[src/rtl/pwm_timebase.sv]
module pwm_timebase #(
  parameter int W  = 16,
  parameter int N  = 6,
  localparam int SW = (N > 1) ? $clog2(N) : 1
) (
  input  logic          clk,
  input  logic          rst_n,
  input  logic          run,
  input  logic          clr,
  input  logic          per_we,
  input  logic [W-1:0]  per_wdata,
  input  logic          duty_we,
  input  logic [SW-1:0] duty_sel,
  input  logic [W-1:0]  duty_wdata,
  input  logic          load_set,
  output logic          load_busy,
  output logic [W-1:0]  count,
  output logic          period_end,
  output logic [N-1:0]  pwm_out
);

  logic [W-1:0] per_sh, per_act;
  logic [W-1:0] duty_sh  [N];
  logic [W-1:0] duty_act [N];
  logic         apply;

  assign period_end = run && !clr && (count == per_act);
  assign apply      = load_busy && (period_end || !run);

  always_ff @(posedge clk or negedge rst_n) begin
    if (!rst_n)          count <= '0;
    else if (clr)        count <= '0;
    else if (period_end) count <= '0;
    else if (run)        count <= count + 1'b1;
  end

  always_ff @(posedge clk or negedge rst_n) begin
    if (!rst_n)        load_busy <= 1'b0;
    else if (apply)    load_busy <= 1'b0;
    else if (load_set) load_busy <= 1'b1;
  end

  always_ff @(posedge clk or negedge rst_n) begin
    if (!rst_n) begin
      per_sh  <= '0;
      per_act <= '0;
    end else begin
      if (per_we && !load_busy) per_sh <= per_wdata;
      if (apply)                per_act <= per_sh;
    end
  end

  for (genvar i = 0; i < N; i++) begin : g_ch
    always_ff @(posedge clk or negedge rst_n) begin
      if (!rst_n) begin
        duty_sh[i]  <= '0;
        duty_act[i] <= '0;
      end else begin
        if (duty_we && !load_busy && int'(duty_sel) == i) duty_sh[i] <= duty_wdata;
        if (apply) duty_act[i] <= duty_sh[i];
      end
    end
    assign pwm_out[i] = count < duty_act[i];
  end

endmodule


[config.mk]
export PLATFORM = sky130hd
export DESIGN_NAME = pwm_timebase
export DESIGN_NICKNAME = d
export VERILOG_FILES = /design/src/rtl/pwm_timebase.sv
export SDC_FILE = /design/constraint.sdc
export NUM_CORES = 1
export LEC_CHECK = 0
export BUFFER_PORTS_ARGS = -buffer_cell sky130_fd_sc_hd__buf_2
export CELL_PAD_IN_SITES_DETAIL_PLACEMENT = 0
export CELL_PAD_IN_SITES_GLOBAL_PLACEMENT = 1
export CORE_ASPECT_RATIO = 0.75
export CORE_MARGIN = 2
export CORE_UTILIZATION = 39
export CTS_CLUSTER_DIAMETER = 60
export CTS_CLUSTER_SIZE = 24
export DETAILED_ROUTE_END_ITERATION = 10
export GPL_TIMING_DRIVEN = 0
export PLACE_DENSITY = 0.75
export SETUP_SLACK_MARGIN = 0.05
export SLEW_MARGIN = 20
export SYNTH_ARGS = -nofsm -noshare
export SYNTH_HDL_FRONTEND = slang
export SYNTH_SLANG_ARGS = --single-unit
[constraint.sdc]
create_clock -name clk -period 2.1 [get_ports clk]
set_input_delay 0 -clock clk [delete_from_list [all_inputs] [get_ports clk]]
set_output_delay 0 -clock clk [all_outputs]
set_load 0.03 [all_outputs]
# [Yosys cells after proc, flatten, opt, wreduce, memory -nomap -nowiden]
# Cells that the tools add are included.
[op_classes] n_eq_ne=6 n_mux=5 magnitude_cmp=6 add_sub_neg=1 n_reduce_logical=18
[ops] cell="< comparator 16 bit" count=6
[ops] cell="two-way mux 16 bit" count=3
[ops] cell="adder 16 x 1 -> 16 bit, second input constant" count=1
[ops] cell="== test 16 bit" count=1
[ops] cell="== test 3 bit, second input constant" count=4
[ops] cell="logical AND 1 bit" count=11
[ops] cell="== test 3 x 2 -> 1 bit, second input constant" count=1
[ops] cell="zero test 1 bit" count=3
[ops] cell="zero test 3 bit" count=1
[ops] cell="nonzero test 3 bit" count=1
[ops] cell="two-way mux 1 bit" count=2
[ops] cell="nonzero test 2 bit" count=1
[ops] cell="logical OR 1 bit" count=1
[word_totals] regBits=241 out_inout_bits=24 in_bits=42

# [Longest topological paths before layout]
[depth] ltp_word=6 mapped_depth=8 mapped_depth_nobuf=7

# [Worst setup path after synthesis]
# Ideal clock, no wire load.
[synth_path] kind="reg-to-output" from="register count[9]" to="output port pwm_out[0]" path_slack_ps=-380 t_required_ps=2100 t_arrival_ps=2480 stages_incl_launch_ff=7 cell_sequence="dfrtp_1 ha_1 a21oi_1 nor2_1 a2111oi_0 o21ai_0 a221oi_1"
[synth_via] elab_chain_cells=1
[synth_rtl] element="from (decl)" line_no="17" source="output logic [W-1:0] count,"
[synth_rtl] element="from (signal assigned)" line_no="34" source="else if (run) count <= count + 1'b1;"
[synth_rtl] element="< comparator 16 bit" line_no="63" source="assign pwm_out[i] = count < duty_act[i];"
[synth_rtl] element="to (decl)" line_no="19" source="output logic [N-1:0] pwm_out"
# No other way between the ends.

# [Final worst setup path]
[layout_path] from="register count[11]" to="output port pwm_out[0]"
# Same word-level chain as after synthesis.

==> impl_metrics.tcl <==
set metrics [dict create \
    yosysWarnings 0 \
    grt_pass1_wl_um 81700 \
    place_congestion 0.858 \
    register_area_um2 6080 \
    power.density_nw_per_um2 826 \
    vias_per_cell 6.40 \
    cts_sinks 241 \
    routed_wl_um 56800 \
    critPathLaunchType "flip-flop" \
    place_worst_setup_slack_ns -0.989 \
    intPower_mw 10.5 \
    drt-initial-drc-count 1397 \
    die_h_um 169 \
    num_rows 60 \
    antenna_found_initial 4 \
    reg2reg_slack_ns -0.55 \
    syn_avg_cell_area_um2 10.3 \
    crit_type "reg -> out" \
    layout-drive-gt1-share_pct 37.4 \
    port_buffers 62 \
    ant_nets 0 \
    numCtsBuffers 22 \
    fin_crit_sh_pct 129 \
    grtUsageTotal_pct 28.8 \
    synth_cell_types 46 \
    hold_path.class "in -> async" \
    cts_tree "yes" \
    worstSetupStartpoint "count[11]" \
    setup_tns_ns -67.20 \
    cp.required_ns 2.10 \
    slew_viol_final 0 \
    rr_startpoint "count[11]" \
    async_flop_share_pct 100 \
    cp-endpoint "pwm_out[0]" \
    synth_area_leaders "dfrtp_1 (43%), mux2_2 (9.0%), ha_1 (8.1%)" \
    cp.arrival_ns 2.71 \
    r2r_cells 11 \
    grt_setup_unrepaired "yes" \
    worst_pin_slew_ns 1.00 \
    crit_fanout 6 \
    fin_nets 1749 \
    chipWidth_um 224 \
    finalClockSkew_ns 0.0235 \
    net-switching-power_mw 6.08 \
    pwr-share-clk_pct 27.4 \
    status "finished, violations left" \
    post-dp-hpwl_um 33500 \
    area_delta_synth_final_pct 42.5 \
    clk_latency_ns 0.56 \
    power_frac_comb_pct 30.2 \
    multi_input_area_um2 8910 \
    r2r_end "duty_act[23]" \
    ys_seq_area_share_pct 42.7 \
    grt_pass1_vias 12600 \
    grt_overflow_total 0 \
    swShare_pct 36.6 \
    drt-wirelength-per-cell_um 27.1 \
    grt_max_degree 73 \
    final_common_cell "dfrtp_1" \
    drc 0 \
    max_freq_ghz 0.370 \
    worst_slack_ns -0.606 \
    syn_area_um2 14100 \
    ys_ff_latch 241 \
    layout_common_cells "dfrtp_1 (224), mux2_2 (97), inv_1 (93), and3_1 (79), a221oi_1 (73)" \
    clkTransAtPathRegs_ns 0.10 \
    synth_edf_count 0 \
    hold_viol_final 0 \
    synth_ff_type "dfrtp_1" \
    root_buffer "clkbuf_16" \
    hold_ws_ns 0.0391 \
    synth_nets 1506 \
    core-area_um2 35700 \
    num_vias 13400 \
    die_area_um2 37800 \
    fin_util_pct 56.3 \
    end_kind "primary output" \
    ios 66 \
    period_needed_ns 2.71 \
    finalSetupViolCount 214 \
    max-cap-violations 0 \
    synth_cells 1373 \
    synth_top_cell_by_area "dfrtp_1" \
    p_seq_share_pct 42.4 \
    p_leak_nw 8.53 \
    violations "negative setup slack" \
    drtPass1Iterations 5 \
    vdd_drop_max_v 0.000785 \
    relSlewSlack_pct 33.3 \
    initial_core_util_pct 39.5 \
    cts.htree.levels 1 \
    ctsLongestPathBuffers 3 \
    fill_cells 2870 \
    synthDominantCellAreaShare_pct 42.7 \
]
power groups by stage:
| stage | Combinational, mW | Sequential, mW | Clock, mW |
|---|---|---|---|
| 2_1_floorplan | 2.81 | 6.66 | 0 |
| 3_3_place_gp | 3.64 | 6.90 | 0 |
| 3_5_place_dp | 3.79 | 6.97 | 0 |
| 4_1_cts | 4.51 | 6.90 | 4.59 |
| 5_1_grt | 5.45 | 7.19 | 4.76 |
| 6_report | 5.01 | 7.04 | 4.56 |
worst min-delay path by stage:
| stage | start | to | slack (ns) | cells past startpoint |
|---|---|---|---|---|
| after floorplan | rst_n | count[0] | -0.30 | 0 |
| after detailed placement | rst_n | count[12] | -0.08 | 1 |
| after CTS | rst_n | per_sh[1] | 0.04 | 3 |
| after global placement | load_set | load_busy | 0.22 | 2 |
| after global routing | rst_n | per_sh[8] | 0.07 | 3 |
| final | rst_n | per_sh[1] | 0.04 | 3 |
synth_stat cells (9+ instances only):
library cell	n
and3_1	79
nand3_1	81
a21oi_1	17
a21o_1	10
nor2_1	31
nor4b_1	9
clkbuf_1	90
nand4_1	19
mux2_2	113
a32oi_1	38
o21ai_0	50
nand2_1	47
a221oi_1	79
buf_2	24
ha_1	91
nor3_1	44
a211oi_1	10
o211ai_1	22
xnor2_1	16
dfrtp_1	241
inv_1	93
a211o_1	10
a311o_1	38
o311ai_0	52
cells by family after synthesis:
kind of cell / count (synthesis) / synth area share [%]
xor gates and xnor gates: 16 / 0.993
buffers and inverters: 214 / 5.96
and+or+nand+nor: 348 / 13.5
muxes: 114 / 9.08
adders and majority gates: 91 / 8.06
DFF: 241 / 42.7
AOI/OAI and AO/OA: 349 / 19.7
worst max-delay path, cell delays in order, from the launching register on:
cell	delay [ns]
dfrtp_4	0.61
buf_4	0.21
ha_4	0.25
nand2_1	0.07
nor2_1	0.05
a2111oi_2	0.27
o21ai_1	0.12
a221oi_2	0.34
buf_4	0.22
metal layers:
layer  vias up  share of wire [%]  track usage [%]
met2       667                 43             41.4
met4         2                2.7             9.04
met5         -              0.019                0
met3       102                 11             10.8
li1       5824                  -                -
met1      6848                 43             40.1
per-stage QoR:
stage / std cells / area, um^2 / power (mW)
CTS: 2071 / 19100 / 16.0
detailed placement: 1903 / 15200 / 10.8
global route: 2098 / 20100 / 17.4
floorplan: 1373 / 14200 / 9.46
finish: 2100 / 20100 / 16.6
global placement: 1900 / 15100 / 10.5
state kept, by name, indices dropped and copies added (netlist names):
| signal | cells |
|---|---|
| count | 16 |
| duty_act | 96 |
| duty_sh | 96 |
| load_busy | 1 |
| per_act | 16 |
| per_sh | 16 |
timing repair:
item                                    CTS  global route
hold buffers                             35             0
buffers inserted                         75            39
pin swaps                                82            49
gates resized for setup                 367           189
hold endpoints to repair                280             0
endpoints found under the setup margin  225           192
gates cloned                             19             7
cell type report:
| class | instances | area share (%) |
|---|---|---|
| clock inverters | 15 | 1.04 |
| flip-flops and latches | 241 | 30.2 |
| well taps | 465 | 2.89 |
| repair buffers | 227 | 12.7 |
| diodes | 3 | 0.0373 |
| inverters | 93 | 1.73 |
| multi-input cells | 918 | 44.3 |
| clock buffers | 25 | 2.95 |
| plain buffers | 113 | 4.20 |
Power figures use the tool's default switching activity.
